File: src/rtl/hsf_pkg.sv
package hsf_pkg;

    localparam int SPI_AW = 24;

    localparam logic [7:0] OP_WREN  = 8'h06;
    localparam logic [7:0] OP_RDSR  = 8'h05;
    localparam logic [7:0] OP_READ  = 8'h03;
    localparam logic [7:0] OP_PROG  = 8'h02;
    localparam logic [7:0] OP_SE4K  = 8'h20;
    localparam logic [7:0] OP_BE64K = 8'hD8;

    typedef enum logic [1:0] {
        CYC_READ  = 2'd0,
        CYC_RSVD  = 2'd1,
        CYC_WRITE = 2'd2,
        CYC_ERASE = 2'd3
    } cyc_e;

    typedef enum logic [2:0] {
        S_IDLE,
        S_WREN,
        S_GAP,
        S_XFER,
        S_POLL,
        S_FIN
    } seq_state_e;

    typedef struct packed {
        logic       ok;
        logic       wren;
        logic       has_data;
        logic       rx_data;
        logic       poll;
        logic [7:0] opcode;
    } plan_t;

    function automatic int erase_bits(input logic [1:0] sz);
        case (sz)
            2'd0:    return 8;
            2'd1:    return 12;
            2'd2:    return 13;
            default: return 16;
        endcase
    endfunction

endpackage

File: src/rtl/hsf_buffer.sv
module hsf_buffer #(
    parameter int DEPTH  = 64,
    parameter int DATA_W = 8,
    localparam int IDX_W = $clog2(DEPTH)
) (
    input  logic              clk,
    input  logic              we,
    input  logic [IDX_W-1:0]  widx,
    input  logic [DATA_W-1:0] wdata,
    input  logic [IDX_W-1:0]  ridx_a,
    output logic [DATA_W-1:0] rdata_a,
    input  logic [IDX_W-1:0]  ridx_b,
    output logic [DATA_W-1:0] rdata_b
);

    logic [DATA_W-1:0] mem_q [DEPTH];

    always_ff @(posedge clk) begin
        if (we) begin
            mem_q[widx] <= wdata;
        end
    end

    assign rdata_a = mem_q[ridx_a];
    assign rdata_b = mem_q[ridx_b];

endmodule

File: src/rtl/hsf_check.sv
module hsf_check
    import hsf_pkg::*;
#(
    parameter int ADDR_W = 25,
    parameter int CNT_W  = 6,
    parameter int PAGE_W = 8
) (
    input  cyc_e              cyc,
    input  logic [CNT_W-1:0]  cnt_m1,
    input  logic [ADDR_W-1:0] addr,
    input  logic [1:0]        erase_sz,
    output plan_t             plan
);

    logic [PAGE_W:0]     span_end;
    logic                crosses;
    logic                out_of_range;
    logic [SPI_AW-1:0]   low_mask;
    logic                misaligned;

    assign span_end     = {1'b0, addr[PAGE_W-1:0]} + (PAGE_W+1)'(cnt_m1);
    assign crosses      = span_end[PAGE_W];
    assign out_of_range = (addr >> SPI_AW) != '0;
    assign low_mask     = (SPI_AW'(1) << erase_bits(erase_sz)) - SPI_AW'(1);
    assign misaligned   = (addr[SPI_AW-1:0] & low_mask) != '0;

    always_comb begin
        plan = '0;
        case (cyc)
            CYC_READ: begin
                plan.ok       = !crosses && !out_of_range;
                plan.has_data = 1'b1;
                plan.rx_data  = 1'b1;
                plan.opcode   = OP_READ;
            end
            CYC_WRITE: begin
                plan.ok       = !crosses && !out_of_range;
                plan.wren     = 1'b1;
                plan.has_data = 1'b1;
                plan.poll     = 1'b1;
                plan.opcode   = OP_PROG;
            end
            CYC_ERASE: begin
                plan.wren   = 1'b1;
                plan.poll   = 1'b1;
                plan.opcode = (erase_sz == 2'd3) ? OP_BE64K : OP_SE4K;
                plan.ok     = !out_of_range && !misaligned &&
                              (erase_sz == 2'd1 || erase_sz == 2'd3);
            end
            default: plan = '0;
        endcase
    end

endmodule

File: src/rtl/hsf_shifter.sv
module hsf_shifter #(
    parameter int W = 8,
    localparam int CW = $clog2(W)
) (
    input  logic         clk,
    input  logic         rst,
    input  logic         start,
    input  logic [W-1:0] tx,
    input  logic         miso,
    output logic         sclk,
    output logic         mosi,
    output logic         done,
    output logic [W-1:0] rx
);

    logic          active_q;
    logic          phase_q;
    logic [W-1:0]  sh_q;
    logic [W-1:0]  rx_q;
    logic [CW-1:0] cnt_q;
    logic          done_q;

    always_ff @(posedge clk) begin
        if (rst) begin
            active_q <= 1'b0;
            phase_q  <= 1'b0;
            sh_q     <= '0;
            rx_q     <= '0;
            cnt_q    <= '0;
            done_q   <= 1'b0;
        end else begin
            done_q <= 1'b0;
            if (start) begin
                sh_q     <= tx;
                active_q <= 1'b1;
                phase_q  <= 1'b0;
                cnt_q    <= CW'(W-1);
            end else if (active_q) begin
                if (!phase_q) begin
                    phase_q <= 1'b1;
                end else begin
                    phase_q <= 1'b0;
                    rx_q    <= {rx_q[W-2:0], miso};
                    sh_q    <= {sh_q[W-2:0], 1'b0};
                    if (cnt_q == '0) begin
                        active_q <= 1'b0;
                        done_q   <= 1'b1;
                    end else begin
                        cnt_q <= cnt_q - CW'(1);
                    end
                end
            end
        end
    end

    assign sclk = phase_q;
    assign mosi = sh_q[W-1];
    assign done = done_q;
    assign rx   = rx_q;

    AST_SHF_START_IDLE: assert property (@(posedge clk) disable iff (rst)
        start |-> !active_q);
    AST_SHF_HALF_BIT: assert property (@(posedge clk) disable iff (rst)
        (active_q && phase_q) |=> !phase_q);

endmodule

File: src/rtl/hsf_engine.sv
module hsf_engine
    import hsf_pkg::*;
#(
    parameter int ADDR_W     = 25,
    parameter int DEPTH      = 64,
    parameter int PAGE_BYTES = 256,
    parameter int POLL_LIMIT = 64,
    localparam int CNT_W     = $clog2(DEPTH),
    localparam int PAGE_W    = $clog2(PAGE_BYTES),
    localparam int POS_W     = $clog2(DEPTH + 5),
    localparam int POLL_W    = $clog2(POLL_LIMIT + 1)
) (
    input  logic              clk,
    input  logic              rst,
    input  logic              go,
    input  logic [1:0]        cyc,
    input  logic [CNT_W-1:0]  cnt_m1,
    input  logic [ADDR_W-1:0] addr,
    input  logic [1:0]        erase_sz,
    input  logic              clr_done,
    input  logic              clr_err,
    input  logic              buf_we,
    input  logic [CNT_W-1:0]  buf_widx,
    input  logic [7:0]        buf_wdata,
    input  logic [CNT_W-1:0]  buf_ridx,
    output logic [7:0]        buf_rdata,
    output logic              busy,
    output logic              done,
    output logic              err,
    output logic              spi_sclk,
    output logic              spi_cs_n,
    output logic              spi_mosi,
    input  logic              spi_miso
);

    plan_t             req_plan;
    plan_t             plan_q;
    seq_state_e        st_q;
    seq_state_e        gap_to_q;
    logic [SPI_AW-1:0] addr_q;
    logic [CNT_W-1:0]  cnt_q;
    logic [POS_W-1:0]  pos_q;
    logic [POLL_W-1:0] poll_q;
    logic              cs_n_q;
    logic              start_q;
    logic [7:0]        tx_q;
    logic              done_q;
    logic              err_q;

    logic              shf_done;
    logic [7:0]        shf_rx;
    logic [POS_W-1:0]  next_pos;
    logic [POS_W-1:0]  last_pos;
    logic [7:0]        tx_next;
    logic [7:0]        eng_rdata;
    logic              eng_we;
    logic [CNT_W-1:0]  eng_widx;
    logic [CNT_W-1:0]  eng_ridx;
    logic              mem_we;
    logic [CNT_W-1:0]  mem_widx;
    logic [7:0]        mem_wdata;
    logic              accept;

    hsf_check #(
        .ADDR_W (ADDR_W),
        .CNT_W  (CNT_W),
        .PAGE_W (PAGE_W)
    ) u_check (
        .cyc      (cyc_e'(cyc)),
        .cnt_m1   (cnt_m1),
        .addr     (addr),
        .erase_sz (erase_sz),
        .plan     (req_plan)
    );

    hsf_shifter #(.W(8)) u_shift (
        .clk   (clk),
        .rst   (rst),
        .start (start_q),
        .tx    (tx_q),
        .miso  (spi_miso),
        .sclk  (spi_sclk),
        .mosi  (spi_mosi),
        .done  (shf_done),
        .rx    (shf_rx)
    );

    assign next_pos = pos_q + POS_W'(1);
    assign last_pos = plan_q.has_data ? (POS_W'(4) + POS_W'(cnt_q)) : POS_W'(3);
    assign eng_ridx = CNT_W'(next_pos - POS_W'(4));
    assign eng_widx = CNT_W'(pos_q - POS_W'(4));
    assign eng_we   = (st_q == S_XFER) && shf_done && plan_q.rx_data &&
                      (pos_q >= POS_W'(4));

    always_comb begin
        case (next_pos)
            POS_W'(1): tx_next = addr_q[23:16];
            POS_W'(2): tx_next = addr_q[15:8];
            POS_W'(3): tx_next = addr_q[7:0];
            default:   tx_next = plan_q.rx_data ? 8'h00 : eng_rdata;
        endcase
    end

    assign mem_we    = busy ? eng_we   : buf_we;
    assign mem_widx  = busy ? eng_widx : buf_widx;
    assign mem_wdata = busy ? shf_rx   : buf_wdata;

    hsf_buffer #(.DEPTH(DEPTH), .DATA_W(8)) u_buf (
        .clk     (clk),
        .we      (mem_we),
        .widx    (mem_widx),
        .wdata   (mem_wdata),
        .ridx_a  (buf_ridx),
        .rdata_a (buf_rdata),
        .ridx_b  (eng_ridx),
        .rdata_b (eng_rdata)
    );

    assign busy   = (st_q != S_IDLE);
    assign accept = go && !busy;

    always_ff @(posedge clk) begin
        if (rst) begin
            st_q     <= S_IDLE;
            gap_to_q <= S_XFER;
            plan_q   <= '0;
            addr_q   <= '0;
            cnt_q    <= '0;
            pos_q    <= '0;
            poll_q   <= '0;
            cs_n_q   <= 1'b1;
            start_q  <= 1'b0;
            tx_q     <= '0;
            done_q   <= 1'b0;
            err_q    <= 1'b0;
        end else begin
            start_q <= 1'b0;
            if (clr_done) done_q <= 1'b0;
            if (clr_err)  err_q  <= 1'b0;
            case (st_q)
                S_IDLE: begin
                    if (accept) begin
                        if (!req_plan.ok) begin
                            err_q <= 1'b1;
                        end else begin
                            plan_q  <= req_plan;
                            addr_q  <= addr[SPI_AW-1:0];
                            cnt_q   <= cnt_m1;
                            pos_q   <= '0;
                            poll_q  <= '0;
                            cs_n_q  <= 1'b0;
                            start_q <= 1'b1;
                            if (req_plan.wren) begin
                                st_q <= S_WREN;
                                tx_q <= OP_WREN;
                            end else begin
                                st_q <= S_XFER;
                                tx_q <= req_plan.opcode;
                            end
                        end
                    end
                end
                S_WREN: begin
                    if (shf_done) begin
                        cs_n_q   <= 1'b1;
                        st_q     <= S_GAP;
                        gap_to_q <= S_XFER;
                    end
                end
                S_GAP: begin
                    cs_n_q  <= 1'b0;
                    start_q <= 1'b1;
                    pos_q   <= '0;
                    st_q    <= gap_to_q;
                    tx_q    <= (gap_to_q == S_XFER) ? plan_q.opcode : OP_RDSR;
                end
                S_XFER: begin
                    if (shf_done) begin
                        if (pos_q == last_pos) begin
                            cs_n_q <= 1'b1;
                            if (plan_q.poll) begin
                                st_q     <= S_GAP;
                                gap_to_q <= S_POLL;
                            end else begin
                                st_q <= S_FIN;
                            end
                        end else begin
                            pos_q   <= next_pos;
                            start_q <= 1'b1;
                            tx_q    <= tx_next;
                        end
                    end
                end
                S_POLL: begin
                    if (shf_done) begin
                        if (pos_q == '0) begin
                            pos_q   <= POS_W'(1);
                            start_q <= 1'b1;
                            tx_q    <= 8'h00;
                        end else begin
                            cs_n_q <= 1'b1;
                            if (!shf_rx[0]) begin
                                st_q <= S_FIN;
                            end else if (poll_q == POLL_W'(POLL_LIMIT - 1)) begin
                                err_q <= 1'b1;
                                st_q  <= S_IDLE;
                            end else begin
                                poll_q   <= poll_q + POLL_W'(1);
                                st_q     <= S_GAP;
                                gap_to_q <= S_POLL;
                            end
                        end
                    end
                end
                S_FIN: begin
                    done_q <= 1'b1;
                    st_q   <= S_IDLE;
                end
                default: st_q <= S_IDLE;
            endcase
        end
    end

    assign spi_cs_n = cs_n_q;
    assign done     = done_q;
    assign err      = err_q;

    AST_SCLK_NEEDS_CS: assert property (@(posedge clk) disable iff (rst)
        spi_sclk |-> !spi_cs_n);
    AST_IDLE_CS_HIGH: assert property (@(posedge clk) disable iff (rst)
        !busy |-> spi_cs_n);
    AST_REJECT_QUIET: assert property (@(posedge clk) disable iff (rst)
        (accept && !req_plan.ok) |=> (err && !busy && spi_cs_n));
    AST_DONE_ENDS_BUSY: assert property (@(posedge clk) disable iff (rst)
        $rose(done) |-> !busy);
    AST_POLL_BOUND: assert property (@(posedge clk) disable iff (rst)
        poll_q < POLL_W'(POLL_LIMIT));
    AST_GO_BUSY_HOLDS: assert property (@(posedge clk) disable iff (rst)
        (go && busy && st_q == S_XFER && !shf_done) |=> $stable(plan_q));

endmodule

File: config.mk
export PLATFORM = sky130hd
export DESIGN_NAME = hsf_engine
export DESIGN_NICKNAME = d
export VERILOG_FILES = /design/src/rtl/hsf_pkg.sv /design/src/rtl/hsf_buffer.sv /design/src/rtl/hsf_check.sv /design/src/rtl/hsf_shifter.sv /design/src/rtl/hsf_engine.sv
export SDC_FILE = /design/constraint.sdc
export NUM_CORES = 1
export LEC_CHECK = 0
export ABC_CLOCK_PERIOD_IN_PS = 5550
export BUFFER_PORTS_ARGS = -buffer_cell sky130_fd_sc_hd__buf_2
export CAP_MARGIN = 15
export CORE_MARGIN = 2
export CORE_UTILIZATION = 63
export CTS_CLUSTER_SIZE = 12
export DETAILED_ROUTE_END_ITERATION = 16
export PLACE_DENSITY = 0.8
export SYNTH_ARGS = -nofsm -noshare
export SYNTH_HDL_FRONTEND = slang
export SYNTH_SLANG_ARGS = --single-unit
File: constraint.sdc
create_clock -name clk -period 5.55 [get_ports clk]
set_input_delay 0.2775 -clock clk [delete_from_list [all_inputs] [get_ports clk]]
set_output_delay 0.2775 -clock clk [all_outputs]
set_load 0.1 [all_outputs]
# Word level (Yosys, flattened, before mapping)
# Memories as Yosys holds them, arrays and structs flattened.
# Cells that the tools add are included.
word_totals:
  regBits: 95
  latchBits: 0
  ramBits: 512
  romBits: 0
  in_bits: 62
  word_cells: 199
  mem_count: 1
op_classes:
  n_addsub: 8
  multipliers: 0
  div_mod_pow: 0
  magnitude_cmp: 1
  n_eq_ne: 29
  n_shift: 1
  muxes: 95
  bitwise_logic: 4
  reduce_logical: 39
memory_table:
  columns: ["memory", "words", "word_bits", "read_ports", "rd_clocked_by_memory_dff", "wr", "line_no", "source"]
  rows:
  - ["u_buf.mem_q", 64, 8, 2, 0, 1, "hsf_buffer.sv:16", "logic [DATA_W-1:0] mem_q [DEPTH];"]
op_table:
  columns: ["op", "count"]
  rows:
  - ["two-way mux 8 bit", 14]
  - ["two-way mux 7 bit", 11]
  - ["two-way mux 3 bit", 21]
  - ["case mux 8 bit (3 select lines)", 2]
  - ["two-way mux 1 bit", 34]
  - ["case mux 8 bit (4 select lines)", 1]
  - ["case mux 7 bit (4 select lines)", 1]
  - ["bitwise AND 24 bit", 1]
  - ["nonzero test 24 bit", 1]
  - ["left shift 1 x 5 -> 24 bit, first input constant", 1]
  - ["subtractor 24 x 2 -> 24 bit, second input constant", 1]
  - ["AND reduction 7 bit", 3]
  - ["!= test 2 bit, second input constant", 8]
  - ["case mux 3 bit (5 select lines)", 1]
  - ["case mux 5 bit (3 select lines)", 1]
  - ["adder 7 x 1 -> 7 bit, second input constant", 2]
  - ["== test 7 x 2 -> 1 bit, second input constant", 2]
  - ["case mux 7 bit (2 select lines)", 1]
  - ["subtractor 6 x 3 -> 6 bit, second input constant", 2]
  - ["!= test 2 x 1 -> 1 bit, second input constant", 5]
  - ["adder 8 x 6 -> 9 bit", 1]
  - ["== test 3 x 2 -> 1 bit, second input constant", 3]
  - ["case mux 3 bit (3 select lines)", 1]
  - ["AND reduction 3 bit", 3]
  - ["other kinds (31)", 56]

# Depth between registers and ports, before layout
logic_depth:
  ltp_word: 13
  ltp_mapped: 18
  ltp_nobuf: 11

# Hierarchy
# A second synthesis with hierarchy kept.
hier_totals:
  hier_cells: 1880
  area_unflattened_um2: 29430.7
by_module_without_submodules:
  columns: ["module", "instances", "cells_each", "area_each_um2", "seq_area_each_um2"]
  rows:
  - ["hsf_buffer", 1, 1208, 23930.5, 15374.7]
  - ["hsf_engine", 1, 512, 4110.2, 1441.4]
  - ["hsf_shifter", 1, 101, 938.4, 440.4]
  - ["hsf_check", 1, 59, 451.7, 0.0]

# Worst setup path after synthesis
# OpenSTA, ideal clock, no wires.
synth_path:
  path_type: "reg-to-reg"
  from: "register pos_q[1]"
  to: "register tx_q[1]"
  arrival_time_ns: 3.978
  required_time_ns: 5.410
  setup_slack_ns: 1.432
  stages_incl_launch_ff: 18
  path_buffers: 6
  period_less_slack_ns: 4.118
  cell_sequence: "dfxtp_1 ha_1 xor2_2 inv_2 buf_6 buf_4 buf_2 buf_2 buf_2 ha_1 xnor3_1 clkbuf_1 and3_1 or4_1 mux4_2 nor2b_1 o21ai_1 a311oi_1"
synth_between:
  elab_chain_len: 8
synth_rtl:
  columns: ["item", "line_no", "source"]
  rows:
  - ["from (decl)", "hsf_engine.sv:42", "logic [POS_W-1:0] pos_q;"]
  - ["from (signal assigned)", "hsf_engine.sv:188", "pos_q <= next_pos;"]
  - ["adder 7 x 1 -> 7 bit", "hsf_engine.sv:88", "assign next_pos = pos_q + POS_W'(1);"]
  - ["subtractor 6 x 3 -> 6 bit", "hsf_engine.sv:90", "assign eng_ridx = CNT_W'(next_pos - POS_W'(4));"]
  - ["memory (64 x 8 bit)", null, null]
  - ["two-way mux 8 bit", "hsf_engine.sv:100", "default: tx_next = plan_q.rx_data ? 8'h00 : eng_rdata;"]
  - ["case mux 8 bit (3 select lines)", "hsf_engine.sv:96", "case (next_pos)"]
  - ["two-way mux 8 bit", "hsf_engine.sv:179", "if (pos_q == last_pos) begin"]
  - ["two-way mux 8 bit", "hsf_engine.sv:178", "if (shf_done) begin"]
  - ["case mux 8 bit (4 select lines)", "hsf_engine.sv:140", "case (st_q)"]
  - ["to (signal assigned)", "hsf_engine.sv:158", "tx_q <= req_plan.opcode;"]
  - ["to (signal assigned)", "hsf_engine.sv:175", "tx_q <= (gap_to_q == S_XFER) ? plan_q.opcode : OP_RDSR;"]
  - ["to (signal assigned)", "hsf_engine.sv:190", "tx_q <= tx_next;"]
  - ["to (decl)", "hsf_engine.sv:46", "logic [7:0] tx_q;"]
# Parallel ways exist; a longest one is shown, timed or not. The select of a mux whose other input is x is not followed.
# A chain may end at the register's enable or synchronous reset.

# Worst setup path after layout
layout_path:
  from: "register pos_q[0]"
  to: "register tx_q[2]"
# Same word-level chain as after synthesis.

==> results by stage <==
Status:
- The flow ran to the end, and the final reports show no timing, DRC or antenna violations.

Clocking:
- The longest clock path from root to sink contains 3 buffers.
- The deepest level of the CTS H-tree is 2.
- After clock tree synthesis, the clock-pin slew on the worst setup and hold paths is ~60 ps.
- TritonCTS built the clock tree.
- The total number of clock tree sinks is roughly 600.
- The number of clock buffers added by TritonCTS is slightly below 60.
- At the later pin of the worst-skew pair, clock insertion delay measures ~640 ps.
- The number of buffers added for setup after CTS is 0.
- The root buffer selected by CTS is sky130_fd_sc_hd__clkbuf_16.

Cells and area:
- Summing all non-filler instances in the final layout gives an area of about 0.032 mm^2.
- Fill cells in the final layout number roughly 2.8k.
- The sequential cells in the finished layout cover a total of ~0.017 mm^2.
- Of the cells placed in the final design, the portion with a size suffix greater than 1 is 0.244.
- Compared with the post-synthesis result, the final layout area differs by 10.6%.
- The final layout contains approximately 2.0k nets.
- The multi-input combinational cells in the finished layout cover a total of approximately 0.011 mm^2.

Global routing:
- The first global-routing pass estimated 122 mm of wire.
- The via count of the first global-routing pass is ~19k.
- Summed over all layers, the global routing overflow is 0.
- Across every metal layer, demand over resource in global routing totals 0.355.
- The number of antenna violations at the first check in global routing is 2.
- Entering global routing, the biggest net connects between 80 and 90 pins.

Synthesis:
- Counting distinct cell types in the post-synthesis netlist gives 72.
- In this run, synthesis inferred ~510 flip-flops with an integrated enable.
- For this run, the number of Yosys warnings is 0.
- The area of the mapped netlist is about 0.029 mm^2.
- Counting every instance in the synthesized netlist gives between 1.5k and 2k.
- Counting flops with an async set or reset pin after synthesis yields a share of 0.
- Synthesis inferred between 600 and 700 register bits.
- When the netlist entered floorplanning its net count stood at ~2.0k.
- Dividing the synthesized area by the synthesized cell count gives between 15 and 20 um^2.
- The leading register cell type out of synthesis is sky130_fd_sc_hd__edfxtp_1.
- The sequential element share of the synthesized area is 0.594.

Power:
- For this design the ratio of total power to cell area is between 300 and 400 mW/mm^2.
- The highest ir drop seen on vdd is about 0.29 mV.
- The leakage power is ~0.01 uW.

Floorplanning:
- The region available for standard cell placement spans about 0.045 mm^2.
- The effective utilization at floorplan is 0.638.
- Measured along the x axis, the die boundary spans between 200 and 250 um.
- The die covers 0.0476 mm^2.
- In this run the core area contains just under 80 standard-cell rows.
- The count of boundary I/O pins is 76.
- The die span in y is 218 um.

Critical path:
- The worst setup path is captured at a flip-flop.
- The family with the most delay on the worst path is multiplexers.
- In this run the worst path has a maximum fanout of 49.
- The maximum single-stage delay on the critical path is 950 ps.
- The critical path goes through inv_1, ha_4, buf_4, mux4_2, mux2i_1, mux4_2, nand2_1, a2111oi_0, nor4_1.
- The class of the most critical setup path is reg2reg.
- The most numerous cell type found on the critical path is sky130_fd_sc_hd__mux4_2.
- Data on the critical path is required at its endpoint by around 6000 ps.
- The arrival time at the worst endpoint is between 4000 and 5000 ps.
- The worst setup path is launched from a flip-flop.
- The number of buffers and inverters on the critical path is 2.
- The cell at the slowest stage of the critical path is sky130_fd_sc_hd__ha_4.

STA:
- Setup violations remaining at the end of the flow were counted as 0.
- For the final database, setup skew stands at between 20 and 25 ps.
- The total count of max-transition violations in the final report is 0.
- The final clock period utilization by the worst path is 0.779.
- The number of failing hold endpoints at the final stage is 0.
- Based on the critical path, the design can be clocked at up to roughly 230 MHz.
- The transition time at the pin with the least slew margin is 1280 ps.
- Measured against its own limit, the worst slew margin works out to 0.147.
- Summed over all failing endpoints, the final setup total negative slack is 0 ps.
- Setup repair after global routing left no endpoint under its margin.
- The minimum clock period after layout is around 4300 ps.

Worst hold path:
- In this run the worst hold path is classified as in2reg.

Drt:
- The post-detailed-route count of antenna-violating nets is 0.
- The routed layout has 19.2k vias.
- The violation count after the first detailed-route iteration is between 2k and 3k.
- The final layout contains routed wiring with a total length of 82.8 mm.
- The number of detailed-route iterations in the first pass is 8.
- In the routed layout, each cell is associated on average with a via count of approximately 7.4.
- The detailed-route DRC error count is 0.
- In the final routed layout, each cell accounts on average for roughly 32 um.

Flow run:
- The max-cap check violation count is 0.

Placement:
- The number of input and output port buffers inserted is 75.
- The detailed placement HPWL is 52.7 mm.
- The placed instances occupy a cell area of slightly below 0.03 mm^2.
- The final RePlAce weighted congestion is 0.976.
-- tightest hold or removal path, stage by stage --
cell	delay, ps
sky130_fd_sc_hd__buf_2	160
sky130_fd_sc_hd__nand4_1	110
sky130_fd_sc_hd__a21oi_1	60
-- area by class of cell --
type | instances | area share
Antenna cell | 1 | 0.0000783
Clock buffer | 85 | 0.0524
Clock inverter | 11 | 0.00204
Inverter | 17 | 0.00204
Multi-Input combinational cell | 1128 | 0.349
Sequential cell | 601 | 0.537
Tap cell | 600 | 0.0235
Timing Repair Buffer | 142 | 0.0343
-- per-stage QoR --
| step | utilization | worst slack, ps | power (uW) | std cells | hold WS, ps |
|---|---|---|---|---|---|
| after global placement | 0.656 | 1360 | 8370 | 2446 | 442 |
| after detailed placement | 0.657 | 1300 | 8450 | 2447 | 451 |
| final | 0.706 | 1230 | 12200 | 2585 | 36.0 |
| after global routing | 0.706 | 1040 | 12500 | 2585 | 40.7 |
| after floorplan | - | 1430 | 7520 | 1883 | 413 |
| after CTS | 0.702 | 1280 | 12100 | 2577 | 2.95 |
-- report_power, final --
group,internal [uW],leakage (uW),switching [uW]
sequential,5410,0.00537,170
clock,2070,0.000854,1650
combinational,1020,0.00403,1900
-- cells in the mapped netlist (11+ instances only) --
master / count / area [um^2]
sky130_fd_sc_hd__nand2b_1: 14 / 87.6
sky130_fd_sc_hd__dfxtp_1: 89 / 1780
sky130_fd_sc_hd__clkbuf_1: 78 / 293
sky130_fd_sc_hd__nor2_1: 138 / 518
sky130_fd_sc_hd__and3_1: 11 / 68.8
sky130_fd_sc_hd__buf_2: 19 / 95.1
sky130_fd_sc_hd__nand2_1: 250 / 938
sky130_fd_sc_hd__nor3_1: 29 / 145
sky130_fd_sc_hd__edfxtp_1: 512 / 15400
sky130_fd_sc_hd__buf_1: 26 / 97.6
sky130_fd_sc_hd__o21ai_0: 24 / 120
sky130_fd_sc_hd__a22oi_1: 14 / 105
sky130_fd_sc_hd__mux2i_1: 30 / 300
sky130_fd_sc_hd__a31oi_1: 17 / 106
sky130_fd_sc_hd__a32oi_1: 17 / 149
sky130_fd_sc_hd__inv_1: 15 / 56.3
sky130_fd_sc_hd__xnor2_1: 11 / 96.3
sky130_fd_sc_hd__a21oi_1: 86 / 430
sky130_fd_sc_hd__a211oi_1: 11 / 82.6
sky130_fd_sc_hd__ha_1: 27 / 338
sky130_fd_sc_hd__nand3_1: 26 / 130
sky130_fd_sc_hd__mux4_2: 277 / 6240
sky130_fd_sc_hd__a311oi_1: 12 / 105
-- metal layers --
| layer | track usage | up-vias | part of all wire |
|---|---|---|---|
| met5 | 0 | - | 0.00014 |
| met4 | 0.178 | 2 | 0.058 |
| met3 | 0.0973 | 275 | 0.13 |
| met2 | 0.544 | 1711 | 0.47 |
| met1 | 0.475 | 9533 | 0.34 |
| li1 | - | 7694 | - |
-- cell usage in the layout (no fill, tap or decap), types with 23 or more instances in the layout --
master,synthesis,layout
sky130_fd_sc_hd__buf_2,19,73
sky130_fd_sc_hd__edfxtp_1,512,512
sky130_fd_sc_hd__ha_1,27,26
sky130_fd_sc_hd__nand2_1,250,242
sky130_fd_sc_hd__dfxtp_1,89,88
sky130_fd_sc_hd__clkbuf_16,0,60
sky130_fd_sc_hd__nor3_1,29,29
sky130_fd_sc_hd__buf_4,10,23
sky130_fd_sc_hd__mux2i_1,30,30
sky130_fd_sc_hd__o21ai_0,24,24
sky130_fd_sc_hd__mux4_2,277,277
sky130_fd_sc_hd__nand3_1,26,26
sky130_fd_sc_hd__a21oi_1,86,86
sky130_fd_sc_hd__dlygate4sd3_1,0,34
sky130_fd_sc_hd__nor2_1,138,135
-- final timing paths --
path	start	endpoint	slack (ps)	cells after the start
max	pos_q[0]	tx_q[2]	1230	9
min	cyc[0]	plan_q[5]	40	3
max reg2reg	pos_q[0]	tx_q[2]	1230	9
min reg2reg	addr_q[3]	addr_q[3]	460	2
-- repair_timing --
item | 4_1_cts | 5_1_grt
hold endpoints to repair | 34 | 0
hold buffers | 34 | 0
gates resized for setup | 0 | 0
-- flip-flops by register name, indices dropped and copies added, names as in the netlist, 2 cells and up --
name and count:
u_shift.rx 8, addr_q 24, poll_q 7, plan_q 6, u_shift.cnt_q 3, tx_q 8, st_q 3, u_buf.mem_q 512
cnt_q 6, pos_q 7, gap_to_q 2, u_shift.sh_q 8
-- cells by family (layout without fill, tap and decap cells) --
kind of cell,Yosys count,after routing,share of synthesized area
DFF,601,601,0.594
and+or+nand+nor,530,530,0.0800
muxes,309,309,0.228
AOI/OAI and AO/OA,247,247,0.0577
buffers and inverters,154,255,0.0232
adders and majority gates,27,27,0.0117
xor gates and xnor gates,15,15,0.00580
other,0,1,0
Note: power is estimated with default switching activity, not from simulation.
